[config.mk]
export PLATFORM = sky130hd
export DESIGN_NAME = slow_on_seq
export DESIGN_NICKNAME = d
export VERILOG_FILES = /design/src/rtl/slow_on_pkg.sv /design/src/rtl/slow_on_ref_timer.sv /design/src/rtl/slow_on_chan.sv /design/src/rtl/slow_on_done.sv /design/src/rtl/slow_on_seq.sv
export SDC_FILE = /design/constraint.sdc
export NUM_CORES = 1
export LEC_CHECK = 0
export ABC_AREA = 1
export BUFFER_PORTS_ARGS = -buffer_cell sky130_fd_sc_hd__buf_4
export CAP_MARGIN = 30
export CORE_UTILIZATION = 35
export DETAILED_ROUTE_END_ITERATION = 12
export RECOVER_POWER = 50
export SYNTH_ARGS = -nofsm -noshare
export SYNTH_HDL_FRONTEND = slang
export SYNTH_SLANG_ARGS = --single-unit
[constraint.sdc]
create_clock -name clk -period 3.7 [get_ports clk]
set_input_delay 1.11 -clock clk [delete_from_list [all_inputs] [get_ports clk]]
set_output_delay 1.11 -clock clk [all_outputs]
set_load 0.005 [all_outputs]
[src/rtl/slow_on_pkg.sv]
package slow_on_pkg;
  localparam int NCH     = 5;
  localparam int CODE_W  = 8;
  localparam int CNT_W   = 12;
  localparam int AGE_W   = CODE_W + 1;

  localparam int CH_LEFT = 0;
  localparam int CH_MIC  = 2;
  localparam int CH_AGND = 4;

  typedef enum logic [1:0] {
    ST_OFF  = 2'd0,
    ST_RAMP = 2'd1,
    ST_FULL = 2'd2
  } sw_state_e;

  // Ramp duration in 50 ms ticks for a channel and its code.
  function automatic logic [CNT_W-1:0] ramp_ticks(input int ch, input logic [CODE_W-1:0] code);
    int c;
    int t;
    c = int'(code);
    if (ch == CH_MIC) begin
      if (c == 0) c = 1;
      t = 3 + 2 * c;
    end else if (ch == CH_AGND) begin
      t = 14 * (c + 1);
    end else begin
      t = 2 * (c + 1);
    end
    return CNT_W'(t);
  endfunction

  // Delay in ticks: two ticks per code step.
  function automatic logic [AGE_W-1:0] delay_ticks(input logic [CODE_W-1:0] code);
    return {code, 1'b0};
  endfunction
endpackage

[src/rtl/slow_on_ref_timer.sv]
module slow_on_ref_timer
  import slow_on_pkg::*;
#(
  parameter int W = AGE_W
) (
  input  logic         clk,
  input  logic         rst_n,
  input  logic         tick,
  input  logic         ref_req,
  input  logic         ref_active,
  output logic [W-1:0] age_now
);
  localparam logic [W-1:0] AGE_MAX = {W{1'b1}};

  logic [W-1:0] age_q;
  logic [W-1:0] age_d;

  always_comb begin
    age_now = ref_active ? age_q : '0;
  end

  always_comb begin
    age_d = age_q;
    if (!ref_req) begin
      age_d = '0;
    end else if (tick) begin
      age_d = (age_now == AGE_MAX) ? AGE_MAX : age_now + 1'b1;
    end
  end

  always_ff @(posedge clk or negedge rst_n) begin
    if (!rst_n) age_q <= '0;
    else        age_q <= age_d;
  end

  AST_AGE_MONOTONIC: assert property (@(posedge clk) disable iff (!rst_n)
    (ref_req && ref_active && $past(ref_active) && $past(ref_req)) |-> (age_q >= $past(age_q)));
endmodule

[src/rtl/slow_on_chan.sv]
module slow_on_chan
  import slow_on_pkg::*;
#(
  parameter int W = CNT_W
) (
  input  logic         clk,
  input  logic         rst_n,
  input  logic         tick,
  input  logic         req,
  input  logic         slow_en,
  input  logic         go,
  input  logic [W-1:0] ramp_len,
  output logic         en,
  output logic         ramping,
  output logic         full
);
  sw_state_e    state_q, state_d;
  logic [W-1:0] cnt_q, cnt_d;

  always_comb begin
    state_d = state_q;
    cnt_d   = cnt_q;
    if (!req) begin
      state_d = ST_OFF;
      cnt_d   = '0;
    end else if (tick) begin
      unique case (state_q)
        ST_OFF: begin
          if (!slow_en) begin
            state_d = ST_FULL;
          end else if (go) begin
            state_d = ST_RAMP;
            cnt_d   = ramp_len - 1'b1;
          end
        end
        ST_RAMP: begin
          if (cnt_q == '0) state_d = ST_FULL;
          else             cnt_d   = cnt_q - 1'b1;
        end
        default: state_d = state_q;
      endcase
    end
  end

  always_ff @(posedge clk or negedge rst_n) begin
    if (!rst_n) begin
      state_q <= ST_OFF;
      cnt_q   <= '0;
    end else begin
      state_q <= state_d;
      cnt_q   <= cnt_d;
    end
  end

  assign ramping = (state_q == ST_RAMP);
  assign full    = (state_q == ST_FULL);
  assign en      = (state_q != ST_OFF);

  AST_DROP_OFF: assert property (@(posedge clk) disable iff (!rst_n)
    !req |=> !en);
  AST_START_ON_TICK: assert property (@(posedge clk) disable iff (!rst_n)
    $rose(en) |-> $past(tick));
  AST_FAST_NO_RAMP: assert property (@(posedge clk) disable iff (!rst_n)
    $rose(ramping) |-> $past(slow_en));
  AST_FULL_AFTER_RAMP: assert property (@(posedge clk) disable iff (!rst_n)
    ($rose(full) && $past(slow_en)) |-> $past(ramping));
  AST_PHASE_EXCL: assert property (@(posedge clk) disable iff (!rst_n)
    $onehot0({ramping, full}));
endmodule

[src/rtl/slow_on_done.sv]
module slow_on_done
  import slow_on_pkg::*;
#(
  parameter int N = NCH
) (
  input  logic         clk,
  input  logic         rst_n,
  input  logic [N-1:0] req,
  input  logic [N-1:0] full,
  output logic         done
);
  logic all_done;
  logic all_done_q;

  assign all_done = (|req) && (&(~req | full));

  always_ff @(posedge clk or negedge rst_n) begin
    if (!rst_n) all_done_q <= 1'b0;
    else        all_done_q <= all_done;
  end

  assign done = all_done && !all_done_q;

  AST_DONE_PULSE: assert property (@(posedge clk) disable iff (!rst_n)
    done |=> !done);
endmodule

[src/rtl/slow_on_seq.sv]
module slow_on_seq
  import slow_on_pkg::*;
(
  input  logic                         clk,
  input  logic                         rst_n,
  input  logic                         tick,
  input  logic                         slow_en,
  input  logic [NCH-1:0]               sw_req,
  input  logic [NCH-1:0][CODE_W-1:0]   ramp_code,
  input  logic [NCH-2:0][CODE_W-1:0]   delay_code,
  output logic [NCH-1:0]               sw_en,
  output logic [NCH-1:0]               sw_ramping,
  output logic [NCH-1:0]               sw_full,
  output logic                         seq_done
);
  logic [1:0]       rst_pipe;
  logic             rst_s;
  logic [AGE_W-1:0] age_now;
  logic [NCH-1:0]   go;

  always_ff @(posedge clk or negedge rst_n) begin
    if (!rst_n) rst_pipe <= 2'b00;
    else        rst_pipe <= {rst_pipe[0], 1'b1};
  end
  assign rst_s = rst_pipe[1];

  slow_on_ref_timer #(.W(AGE_W)) u_ref (
    .clk        (clk),
    .rst_n      (rst_s),
    .tick       (tick),
    .ref_req    (sw_req[CH_LEFT]),
    .ref_active (sw_en[CH_LEFT]),
    .age_now    (age_now)
  );

  for (genvar ch = 0; ch < NCH; ch++) begin : g_ch
    if (ch == CH_LEFT) begin : g_ref
      assign go[ch] = 1'b1;
    end else begin : g_follow
      assign go[ch] = sw_req[CH_LEFT] && (age_now >= delay_ticks(delay_code[ch-1]));

      AST_WAIT_LEFT: assert property (@(posedge clk) disable iff (!rst_s)
        ($rose(sw_en[ch]) && $past(slow_en)) |-> $past(sw_req[CH_LEFT]));
    end

    slow_on_chan #(.W(CNT_W)) u_chan (
      .clk      (clk),
      .rst_n    (rst_s),
      .tick     (tick),
      .req      (sw_req[ch]),
      .slow_en  (slow_en),
      .go       (go[ch]),
      .ramp_len (ramp_ticks(ch, ramp_code[ch])),
      .en       (sw_en[ch]),
      .ramping  (sw_ramping[ch]),
      .full     (sw_full[ch])
    );
  end

  slow_on_done #(.N(NCH)) u_done (
    .clk   (clk),
    .rst_n (rst_s),
    .req   (sw_req),
    .full  (sw_full),
    .done  (seq_done)
  );
endmodule

Word-level counts from Yosys, hierarchy flattened:

Index checks and enable logic that the tools add are counted.

* add/subtract/negate cells: 16
* multiply operators: 1
* divide/modulo/power cells: 0
* magnitude comparators: 4
* equality and inequality tests: 44
* shifts and indexed selects: 0
* mux-type cells: 63
* bitwise operators: 2
* reductions and logical operators: 35

Operators by type and width (count)
* $mux 12: 24
* $pmux 12 s2: 5
* $sub 12x1->12 const B: 6
* $logic_not 12->1: 5
* $mux 2: 24
* $ne 3x3->1 const B: 15
* $sub 10x1->11 const B: 4
* $add 8x1->9 const B: 4
* $ge 9x9->1: 4
* $mux 9: 4
* $mul 4x32->11 const A: 1
* $reduce_and 5->1: 5
* $pmux 2 s2: 5
* $reduce_and 4->1: 5
* $ne 4x3->1 const B: 4
* $ne 3x1->1 const B: 5
* $ne 3x2->1 const B: 4
* $add 2x9->10 const A: 1
* $eq 2x1->1 const B: 5
* $eq 2x2->1 const B: 5
* $logic_not 2->1: 5
* $ne 2x2->1 const B: 5
* $reduce_bool 2->1: 5
* $add 9x1->9 const B: 1
* other kinds (9): 14

* register bits after elaboration: 82
* latch bits: 0
* bits in writable memories: 0
* memory bits (read-only): 0
* output and inout bits: 16
* logic and storage cells: 178
* memories: 0

Longest topological paths before layout:

Gate-level depths: netlist of run 1.

* depth in word-level cells: 9
* gate-level depth with buffers: 22
* mapped depth without buffers: 22

Modules after synthesis:

A second synthesis of run 1 with hierarchy kept.

* cells, all modules: 1429
* area total of the unflattened synthesis: 9328.9 um^2

Modules (own cells, without submodules)
* slow_on_chan: times used 5, cells an instance 186, area each 1260.0 um^2, sequential area each 350.3 um^2
* slow_on_seq: times used 1, cells an instance 379, area each 2253.4 um^2, sequential area each 50.0 um^2
* slow_on_ref_timer: times used 1, cells an instance 99, area each 659.4 um^2, sequential area each 225.2 um^2
* slow_on_done: times used 1, cells an instance 21, area each 116.4 um^2, sequential area each 25.0 um^2

Worst setup path after synthesis of run 1:

No wires, ideal clock.

* kind: input port to flip-flop
* start: in ramp_code[32] (netlist bit)
* end: reg g_ch[4].u_chan.cnt_q[10]
* setup time: 117 ps
* data arrival time: 3550 ps
* required time: 3583 ps
* slack: 33 ps
* stages on the path: 18
* path buffers: 0
* path through: ha_1 nand2_1 nor2_1 xor2_1 xnor2_1 inv_1 ha_1 ha_1 a21oi_1 nand2_1 nand2_1 nand3b_1 nand2_1 inv_1 o21bai_1 nand3_1 nand2_1 nand2_1

* cells in the longest elaborated chain, start to end: 8

Ends and longest elaborated chain
* from (decl): line slow_on_seq.sv:9 `input logic [NCH-1:0][CODE_W-1:0] ramp_code,`
* $add 8x1->9
* $mul 4x32->11: line slow_on_pkg.sv:26 `t = 14 * (c + 1);`
* $sub 12x1->12: line slow_on_chan.sv:33 `cnt_d = ramp_len - 1'b1;`
* $mux 12: line slow_on_chan.sv:31 `end else if (go) begin`
* $mux 12: line slow_on_chan.sv:29 `if (!slow_en) begin`
* $pmux 12 s2: line slow_on_chan.sv:27 `unique case (state_q)`
* $mux 12: line slow_on_chan.sv:26 `end else if (tick) begin`
* $mux 12: line slow_on_chan.sv:23 `if (!req) begin`
* to (signal assigned): line slow_on_chan.sv:51 `cnt_q <= cnt_d;`
* to (decl): line slow_on_chan.sv:18 `logic [W-1:0] cnt_q, cnt_d;`

Every way passes these cells. The select of a mux whose other input is x is not followed.
A chain may end at the register's enable or synchronous reset.

Worst setup path in the final report of run 1:

* start: in sw_req[2]
* end: out seq_done

* cells in the longest elaborated chain, start to end: 5
* elaborated cells on any way between the ends: 6
* classes of those cells: 2 x bitwise; 4 x reduce/logical

Ends and longest elaborated chain
* from (decl): line slow_on_seq.sv:8 `input logic [NCH-1:0] sw_req,`
* $not 5->5: line slow_on_done.sv:15 `assign all_done = (|req) && (&(~req | full));`
* $or 5x5->5: line slow_on_done.sv:15
* $reduce_and 5->1: line slow_on_done.sv:15
* $logic_and 1x1->1 (*): line slow_on_done.sv:15
* $logic_and 1x1->1 (*): line slow_on_done.sv:22 `assign done = all_done && !all_done_q;`
* to (decl): line slow_on_seq.sv:14 `output logic seq_done`

Every way passes the cells marked *; elsewhere a longest branch is shown, timed or not.

==> metrics.md, run 1 <==
| Metric | Value |
|---|---|
| Status | `finished, violations left` |
| Violated checks | `max-capacitance violations, max-slew violations` |
| CP dominant cell by count | `buf_4` |
| CP Capture Type | `primary output` |
| Hold WC Path Type | `register to register` |
| Internal power | `2.69 mW` |
| DP Worst Slack | `-0.226 ns` |
| Root Buffer | `clkbuf_16` |
| Post-CTS Setup Inserts | `0` |
| HPWL Detailed | `16200 um` |
| Power density cells | `482 nW/um2` |
| Core Area | `23600 um2` |
| Fmax | `0.273 GHz` |
| Initial core utilization | `35.8%` |
| Global Route Usage Sum | `17.5%` |
| Cells along the critical path | `buf_4, inv_1, o22ai_1, o21bai_1, nor3_1, buf_4` |
| Max VDD drop | `248 uV` |
| Syn. warnings | `0` |
| Hold buffers post-CTS | `0` |
| Pleak | `5.23 nW` |
| Tot Pwr | `4.84 mW` |
| Area Overhead vs Synth | `18.7%` |
| Comb power frac | `50.0%` |
| Placed inst area | `9620 um2` |
| Routed len/inst | `11.8 um` |
| I/O pin count | `97` |
| Die Width | `157 um` |
| Final net count | `1567` |
| Clock latency on the worst-skew pair | `0.34 ns` |
| Total Wirelength | `20600 um` |
| Setup crit start kind | `primary input` |
| Count of cell types in the netlist | `50` |
| CP max stage delay | `0.42 ns` |
| Drt first pass iters | `5` |
| Final hold violations | `0` |
| Fraction of layout cells with a size suffix above 1 | `18.2%` |
| Critical path type | `primary input to primary output` |
| CTS HTree Levels | `3` |
| Hold path cells | `0` |
| Syn Area/Cell | `6.40 um2` |
| Drt via density | `4.83` |
| CTS tree | `built` |
| # diodes | `0` |
| Sw Ratio | `44.4%` |
| Chip Height | `157 um` |
| Post-route setup slack | `0.0342 ns` |
| Clk slew on worst S/H paths | `0.06 ns` |
| Design area | `10000 um2` |
| Sequential area share after synthesis | `24.2%` |
| Ys flop type | `dfrtp_1` |
| Seq cells post-synth | `82` |
| DRC violations left | `0` |
| Crit path DAT | `2.56 ns` |
| Syn_nets | `1462` |
| Critical path depth in cells | `6` |
| Minimum clock period | `3.67 ns` |
| Post-Syn Area | `8460 um2` |
| Skew final | `0.00985 ns` |
| Die area | `24800 um2` |
| Reg2reg setup slack | `0.64 ns` |
| Crit path launch | `sw_req[2]` |
| Total CTS buffers | `9` |
| WP data required | `2.59 ns` |
| Synth Instances | `1322` |
| Max_cap viols | `1` |
| Ys async rst share | `100%` |
| IO buf count | `96` |
| Fin crit share | `99.1%` |
| Post_cts resized | `0` |
| RR Endpoint | `g_ch[1].u_chan.cnt_q[3]` |
| Routed Antenna Nets | `0` |
| Grt ovf | `0` |
| Number of global-route vias before repair | `7815` |
| Max_slew headroom | `-45.9%` |
| Largest fanout on the critical path | `11` |
| Clk sinks | `82` |
| Switch Pwr | `2.15 mW` |
| Iteration-0 DRC Markers | `511` |
| Slew @ Worst Pin | `2.19 ns` |
| Number of synthesized flops with an enable pin | `0` |
| Initial antenna violation count | `0` |
| WP buf/inv | `3` |
| Critical Path End | `seq_done` |
| Global-route wire length before repair | `35400 um` |
| Post-Route Setup TNS | `0 ns` |
| Clock power share | `20.5%` |
| Final Wtd Congestion | `0.856` |
| Top delay family on crit path | `buffers and inverters` |
| Sequential share of power | `29.5%` |
| R2r startpoint | `g_ch[0].u_chan.state_q[0]` |
| Setup violations, final | `0` |
| Slowest cell on crit path | `nor3_1` |
| Largest net degree at the start of global routing | `54` |
| Final Max Slew Viols | `54` |
| Via Count | `8465` |
| Longest Clk Path Bufs | `2` |
| Num rows | `56` |
| Worst reg2reg path depth | `11` |
worst register-to-register path, cell delays in order, from the launching register on:
cell and delay [ns]:
dfrtp_1 0.41, nor2_2 0.37, nor2_1 0.23, ha_1 0.39, nand2_1 0.06, o21ai_0 0.17
nand2_1 0.08, nand3_1 0.17, nand2_1 0.15, a21oi_1 0.71, nand3_1 0.13, o21ai_1 0.12
cell usage after synthesis, types with 2 or more instances:
library cell / n / area share (%)
nor4_1: 3 / 0.22
o21ai_0: 67 / 4.0
buf_2: 6 / 0.35
nor2_1: 108 / 4.8
xnor2_1: 13 / 1.3
o21a_1: 3 / 0.27
ha_1: 58 / 8.6
a21oi_2: 3 / 0.31
inv_1: 173 / 7.7
nand3b_1: 8 / 0.71
nand3_2: 7 / 0.83
nand2_2: 15 / 1.1
o21bai_1: 8 / 0.71
nor3_1: 15 / 0.89
or2_2: 3 / 0.22
clkbuf_1: 7 / 0.31
dfrtp_1: 82 / 24
nor2_4: 8 / 1.1
clkinv_1: 2 / 0.089
buf_4: 18 / 1.6
nor3_2: 3 / 0.35
a21oi_1: 61 / 3.6
or2_1: 4 / 0.30
o21ai_1: 56 / 3.3
nand2_1: 336 / 15
nand4_1: 23 / 1.7
a31oi_1: 8 / 0.59
nand2_4: 4 / 0.53
o22ai_1: 10 / 0.74
nor2_2: 18 / 1.3
nand4_2: 3 / 0.44
buf_6: 3 / 0.40
a21o_1: 7 / 0.62
nand3_1: 117 / 6.9
inv_2: 31 / 1.4
xor2_1: 17 / 1.8
through the flow:
| step | hold WS, ns | std cells | util (%) |
|---|---|---|---|
| 2_1_floorplan | 0.331 | 1322 | - |
| 3_3_place_gp | 0.337 | 1735 | 40.7 |
| 3_5_place_dp | 0.339 | 1735 | 40.7 |
| 4_1_cts | 0.352 | 1751 | 42.1 |
| 5_1_grt | 0.359 | 1751 | 42.5 |
| 6_report | 0.350 | 1751 | 42.5 |
layout by cell type (no fill, tap or decap), types with 4 or more instances in the layout:
cell type,count
or2_1,4
nor3_1,15
o22ai_1,10
xor2_1,15
nand3b_1,8
o21bai_1,8
ha_4,4
nand3_2,11
a21o_1,7
dfrtp_1,82
nor2_2,20
nor2_4,10
o21ai_1,56
o21ai_0,67
nand2_1,335
nand2_2,17
a21oi_1,60
a31oi_1,8
inv_2,30
ha_1,52
buf_4,125
nor2_1,104
xnor2_1,13
a21oi_2,4
clkbuf_16,9
inv_1,174
nand4_1,23
nand3_1,113
worst min-delay path by stage:
stage                start           to  slack, ns
5_1_grt        rst_pipe[0]  rst_pipe[1]       0.36
3_5_place_dp   rst_pipe[0]  rst_pipe[1]       0.34
6_report       rst_pipe[0]  rst_pipe[1]       0.35
3_3_place_gp   rst_pipe[0]  rst_pipe[1]       0.34
2_1_floorplan  rst_pipe[0]  rst_pipe[1]       0.33
4_1_cts        rst_pipe[0]  rst_pipe[1]       0.35
per-layer routing:
| layer | share of wire, % | global-route usage, % |
|---|---|---|
| met1 | 49 | 23.4 |
| met2 | 46 | 29.4 |
| met3 | 3.3 | 2.45 |
| met4 | 1.1 | 4.30 |
| met5 | 0 | 0 |
power groups by stage:
stage | Sequential, mW | Combinational, mW | Clock (mW)
after floorplan | 1.38 | 1.85 | 0
after global placement | 1.44 | 2.35 | 0
after detailed placement | 1.44 | 2.38 | 0
after CTS | 1.43 | 2.39 | 1.01
after global routing | 1.48 | 2.80 | 1.05
final | 1.43 | 2.42 | 0.989
final cells by class:
type / count / area [um2]
Fill cell: 2503 / 13600
Multi-Input combinational cell: 999 / 5530
Sequential cell: 82 / 2050
Timing Repair Buffer: 129 / 971
Inverter: 206 / 773
Tap cell: 319 / 399
Clock buffer: 11 / 243
Clock inverter: 5 / 77.6
state kept, by name (all words and copies together), names as in the netlist:
signal and cells:
g_ch.u_chan.state_q 10, g_ch.u_chan.cnt_q 60, u_done.all_done_q 1, u_ref.age_q 9
rst_pipe 2
cell families (layout without fill, tap and decap cells):
group / after synthesis / in the layout / share of synthesized area [%]
XOR/XNOR: 31 / 31 / 3.30
AO/OA/AOI/OAI: 229 / 229 / 14.9
other: 1 / 1 / 0.0443
AND/OR/NAND/NOR: 679 / 679 / 36.9
flip-flops: 82 / 82 / 24.2
buffers and inverters: 241 / 351 / 11.8
adder cells (fa/ha/maj): 59 / 59 / 8.81
No activity file was read; power rests on OpenSTA's default activity.
==> run 2: changes to the inputs <==
- CORE_UTILIZATION: 35 -> 40
==> run 2 against run 1 <==
  * The run still ends with max-capacitance violations, max-slew violations left
  * Fmax is 6.7% higher
  * Clock skew fell by 0.0011 ns
  * First-iteration DRC count is 41% lower
  * Final area increased by 0.24%
  * Critical path depth increased by 14
  * Die area down 12%
  * Worst hold slack gained 0.010 ns
  * Largest cell class unchanged
  * Highest routed layer unchanged
==> metrics.md, run 2 (same netlist as run 1, synthesis figures left out) <==
| Metric | Value |
|---|---|
| Fin crit share | `92.9%` |
| Final Max Slew Viols | `62` |
| Placed Cells | `1690` |
| Met2 Wirelength | `9810 um` |
| Final Util | `49.1%` |
| CTS tree | `built` |
| CP dominant cell by count | `nand2_1` |
| Violated checks | `max-capacitance violations, max-slew violations` |
| Minimum clock period | `3.44 ns` |
| WHS | `0.360 ns` |
| Pleak | `5.26 nW` |
| Initial core utilization | `41.3%` |
| HPWL Detailed | `16400 um` |
| Reg with most FFs | `g_ch.u_chan.cnt_q` |
| Iteration-0 DRC Markers | `303` |
| Slew @ Worst Pin | `2.63 ns` |
| Status | `finished, violations left` |
| Total Wirelength | `21400 um` |
| Grt ovf | `0` |
| Drt via density | `5.00` |
| Max_slew headroom | `-75.2%` |
| I/O pin count | `97` |
| Clock latency on the worst-skew pair | `0.35 ns` |
| Max FFs per register | `60` |
| CTS HTree Levels | `3` |
| Clk slew on worst S/H paths | `0.06 ns` |
| Placed inst area | `9570 um2` |
| Hold WC Path Type | `register to register` |
| Routed len/inst | `12.5 um` |
| Final net count | `1571` |
| RR Endpoint | `g_ch[1].u_chan.cnt_q[3]` |
| WP buf/inv | `5` |
| Commonest non-fill, non-tap cells in the layout | `nand2_1, inv_1, buf_4, nand3_1, nor2_1` |
| Slowest cell on crit path | `fa_2` |
| Tot Pwr | `4.91 mW` |
| Routed wl met3 | `913 um` |
| Initial antenna violation count | `0` |
| Num rows | `52` |
| Drt first pass iters | `6` |
| Total CTS buffers | `9` |
| Final Wtd Congestion | `0.828` |
| WP data required | `3.94 ns` |
| Die Width | `147 um` |
| Global-route wire length before repair | `36200 um` |
| Max_cap viols | `1` |
| Core Area | `20500 um2` |
| DRC violations left | `0` |
| CP max stage delay | `0.58 ns` |
| Via Count | `8535` |
| Hold buffers post-CTS | `0` |
| Reg2reg setup slack | `0.66 ns` |
| CP Capture Type | `register` |
| Most common cell after layout, fill and taps aside | `nand2_1` |
| Critical path type | `primary input to register` |
| Routed Antenna Nets | `0` |
| R2r startpoint | `g_ch[0].u_chan.state_q[1]` |
| M1 WL | `10500 um` |
| Unrepaired setup endpoints after global routing | `false` |
| Hold path cells | `0` |
| # diodes | `0` |
| Fraction of layout cells with a size suffix above 1 | `18.9%` |
| IO buf count | `96` |
| Number of global-route vias before repair | `7833` |
| Die area | `21700 um2` |
| Max VDD drop | `215 uV` |
| Fmax | `0.291 GHz` |
| Longest Clk Path Bufs | `2` |
| Cells along the critical path | `buf_4, buf_4, ha_4, inv_1, nand2_1, nand2_2, xor2_1, inv_1, ha_1, inv_1, fa_2, nand3_1, nor2_2, nand3_2, nor2_4, nand3_1, nand2_1, nand3_1, nand2_1, nand2_1` |
| Area Overhead vs Synth | `19.0%` |
| Design area | `10100 um2` |
| Setup violations, final | `0` |
| Setup crit start kind | `primary input` |
| DR top layer | `met4` |
| Root Buffer | `clkbuf_16` |
| Top delay family on crit path | `adder cells` |
| Non-Filler Instances | `1706` |
| Clk sinks | `82` |
| Largest regs | `g_ch.u_chan.cnt_q (60), g_ch.u_chan.state_q (10), u_ref.age_q (9)` |
| Worst-case hold path end point | `rst_pipe[1]` |
| Final hold violations | `0` |
| Crit path DAT | `3.68 ns` |
| Largest fanout on the critical path | `4` |
| Chip Height | `147 um` |
| Power density cells | `488 nW/um2` |
| Largest net degree at the start of global routing | `62` |
| Global Route Usage Sum | `20.2%` |
| Worst reg2reg path depth | `11` |
| Worst hold start | `rst_pipe[0]` |
| Skew final | `0.00871 ns` |
-- run 2: repair_timing --
| item | CTS | global route |
|---|---|---|
| setup buffers | 0 | 0 |
| gates resized for setup | 0 | 35 |
| setup endpoints to repair | 0 | 5 |
| hold endpoints to repair | 0 | 0 |
-- run 2: cell type report --
class / instances / area, um2
fill: 2146 / 10400
multi-input combinational: 999 / 5580
sequential: 82 / 2050
timing repair buffer: 133 / 996
inverter: 206 / 773
tap: 270 / 338
clock buffer: 10 / 239
clock inverter: 6 / 88.8
-- run 2: worst max-delay path by stage --
stage	cells after the start	slack, ns	end	from
6_report	20	0.26	g_ch[4].u_chan.cnt_q[11]	ramp_code[33]
5_1_grt	21	0.01	g_ch[4].u_chan.cnt_q[10]	ramp_code[33]
4_1_cts	21	0.1	g_ch[4].u_chan.cnt_q[11]	ramp_code[32]
3_5_place_dp	21	-0.27	g_ch[4].u_chan.cnt_q[11]	ramp_code[32]
3_3_place_gp	20	-0.20	g_ch[4].u_chan.cnt_q[10]	ramp_code[32]
2_1_floorplan	18	0.03	g_ch[4].u_chan.cnt_q[10]	ramp_code[32]
-- run 2: worst register-to-register path: stages (launching register included) --
cell	delay, ns
dfrtp_1	0.42
nor2_2	0.33
nor2_1	0.23
ha_1	0.38
nand2_1	0.05
o21ai_0	0.18
nand2_1	0.07
nand3_1	0.13
nand2_1	0.15
a21oi_1	0.73
nand3_1	0.16
o21ai_1	0.12
-- run 2: layer usage --
| metal | track usage (%) | vias to the layer above |
|---|---|---|
| li1 | - | 4510 |
| met4 | 4.12 | 0 |
| met2 | 34.0 | 142 |
| met3 | 3.15 | 11 |
| met5 | 0 | - |
| met1 | 27.2 | 3872 |
-- run 2: metrics by stage --
stage          setup TNS (ns)  worst slack [ns]
3_3_place_gp           -0.828            -0.204
5_1_grt                     0            0.0136
2_1_floorplan               0            0.0332
6_report                    0             0.263
4_1_cts                     0            0.0964
3_5_place_dp            -1.16            -0.270
-- run 2: report_power, final --
part,internal (mW),leakage [nW],switching (mW)
sequential,1.15,1.08,0.278
combinational,0.945,4.03,1.51
clock,0.612,0.155,0.409
==> run 3: changes to the inputs <==
- CELL_PAD_IN_SITES_DETAIL_PLACEMENT: not set -> 1
- CELL_PAD_IN_SITES_GLOBAL_PLACEMENT: not set -> 2
- CORE_UTILIZATION: 40 -> 35
- PLACE_DENSITY_LB_ADDON: not set -> 0.1
==> run 3 against run 2 <==
  * Critical path type is now primary input to primary output
  * Global-route usage is 0.81 points higher
  * Core utilization decreased by 5.8 points
  * The flow still finishes with violations (max-capacitance violations, max-slew violations)
  * Combinational power up 5%
  * Critical path depth is 13 lower
==> metrics.md, run 3 (same netlist as run 1, synthesis figures left out) <==
| Metric | Value |
|---|---|
| Status | `finished, violations left` |
| Violated checks | `max-capacitance violations, max-slew violations` |
| Tot Pwr | `5.02 mW` |
| Max_cap viols | `1` |
| Final Wtd Congestion | `0.762` |
| Number of global-route vias before repair | `8749` |
| # diodes | `0` |
| Fin crit share | `95.9%` |
| Commonest non-fill, non-tap cells in the layout | `nand2_1, inv_1, buf_4, nand3_1, nor2_1` |
| Largest fanout on the critical path | `6` |
| Crit path DAT | `2.44 ns` |
| Setup violations, final | `0` |
| Design area | `10200 um2` |
| Reg with most FFs | `g_ch.u_chan.cnt_q` |
| Max FFs per register | `60` |
| Num rows | `56` |
| Drt via density | `5.01` |
| Hold WC Path Type | `register to async pin` |
| CTS tree | `built` |
| Placed inst area | `9680 um2` |
| I/O pin count | `97` |
| Slew @ Worst Pin | `1.69 ns` |
| Chip Height | `157 um` |
| Routed len/inst | `14.1 um` |
| DP Worst Slack | `-0.462 ns` |
| Core Area | `23600 um2` |
| CTS HTree Levels | `3` |
| Longest Clk Path Bufs | `2` |
| Top delay family on crit path | `simple AND/OR/NAND/NOR gates` |
| Die area | `24800 um2` |
| Cells along the critical path | `buf_4, clkbuf_1, nor3_1, nand3_1, o221ai_1, nor3_1, buf_4` |
| Pleak | `5.30 nW` |
| CP max stage delay | `0.40 ns` |
| Final net count | `1580` |
| Final hold violations | `0` |
| Initial core utilization | `35.8%` |
| Largest net degree at the start of global routing | `62` |
| Final Max Slew Viols | `62` |
| WP buf/inv | `3` |
| Via Count | `8841` |
| Max_slew headroom | `-12.3%` |
| Drt first pass iters | `4` |
| Minimum clock period | `3.55 ns` |
| Iteration-0 DRC Markers | `238` |
| Most common cell after layout, fill and taps aside | `nand2_1` |
| Root Buffer | `clkbuf_16` |
| Fraction of layout cells with a size suffix above 1 | `19.8%` |
| Clk slew on worst S/H paths | `0.07 ns` |
| Total Wirelength | `24900 um` |
| Setup crit start kind | `primary input` |
| Die Width | `157 um` |
| Global-route wire length before repair | `41900 um` |
| DRC violations left | `0` |
| Total CTS buffers | `9` |
| Skew final | `0.00778 ns` |
| Slowest cell on crit path | `nor3_1` |
| Largest regs | `g_ch.u_chan.cnt_q (60), g_ch.u_chan.state_q (10), u_ref.age_q (9)` |
| HPWL Detailed | `19500 um` |
| Power density cells | `491 nW/um2` |
| CP Capture Type | `primary output` |
| Area Overhead vs Synth | `20.8%` |
| Routed Antenna Nets | `0` |
| Grt ovf | `0` |
| Clk sinks | `82` |
| WP data required | `2.59 ns` |
| Initial antenna violation count | `0` |
| Critical path type | `primary input to primary output` |
| IO buf count | `96` |
| Max VDD drop | `232 uV` |
| Post-route setup slack | `0.153 ns` |
| Clock latency on the worst-skew pair | `0.36 ns` |
| Fmax | `0.282 GHz` |
| Global Route Usage Sum | `21.0%` |
-- run 3: changes by cell type in the layout (fill, tap and decap cells not counted), sizes merged --
cell,change
clkinv,+1
clkinvlp,-1
clkbuf,+2
buf,+7
-- run 3: cell type report --
type                       count  area, um2
sequential                    82       2050
tap                          319        399
inverter                     206        773
multi-input combinational    999       5620
clock inverter                 6       90.1
fill                        3165      13400
clock buffer                  10        229
timing repair buffer         142       1060
-- run 3: per-layer routing --
layer / vias up / track usage, % / part of all wire, %
li1: 4530 / - / -
met5: - / 0 / 0
met1: 4213 / 27.4 / 49
met4: 0 / 3.61 / 0.82
met3: 16 / 3.11 / 2.4
met2: 82 / 36.6 / 48
-- run 3: worst reg2reg max path, stage by stage, from the launching register on --
cell and delay [ns]:
dfrtp_1 0.42, nor2_2 0.38, nor2_1 0.22, ha_1 0.37
nand2_1 0.07, nor2_1 0.11, nand4_1 0.11, nand3_1 0.16
nand2_1 0.14, a21oi_1 0.80, nand3_1 0.15, o21ai_1 0.13
-- run 3: worst paths after layout --
check | from | end | slack (ns) | cells after the start
max in group asynchronous | rst_pipe[1] | g_ch[3].u_chan.cnt_q[7] | 1.16 | 2
min in group clk | rst_pipe[0] | rst_pipe[1] | 0.37 | 0
worst max register to register | g_ch[0].u_chan.state_q[0] | g_ch[1].u_chan.cnt_q[3] | 0.56 | 11
worst min register to register | rst_pipe[1] | g_ch[0].u_chan.cnt_q[2] | 0.22 | 0
worst max-delay path | sw_req[2] | seq_done | 0.15 | 7
worst min-delay path | rst_pipe[1] | g_ch[0].u_chan.cnt_q[2] | 0.22 | 0
-- run 3: metrics by stage --
stage	hold slack, ns	std cells	setup TNS (ns)	utilization [%]
CTS	0.186	1758	0	42.4
global placement	0.342	1741	-1.16	40.9
detailed placement	0.181	1742	-1.85	41.0
global route	0.266	1764	-0.0331	43.3
finish	0.216	1764	0	43.3
floorplan	0.331	1322	0	-
-- run 3: where the power goes --
part / switching [mW] / total (mW) / leakage (nW) / internal (mW)
clock: 0.408 / 1.00 / 0.153 / 0.595
combinational: 1.61 / 2.58 / 4.07 / 0.974
sequential: 0.279 / 1.43 / 1.08 / 1.15
-- run 3: timing repair --
| item | CTS | global route |
|---|---|---|
| endpoints found under the setup margin | 3 | 5 |
| hold buffers | 0 | 0 |
| resized for setup | 4 | 39 |
| buffers inserted | 0 | 6 |
| pin swaps | 1 | 22 |
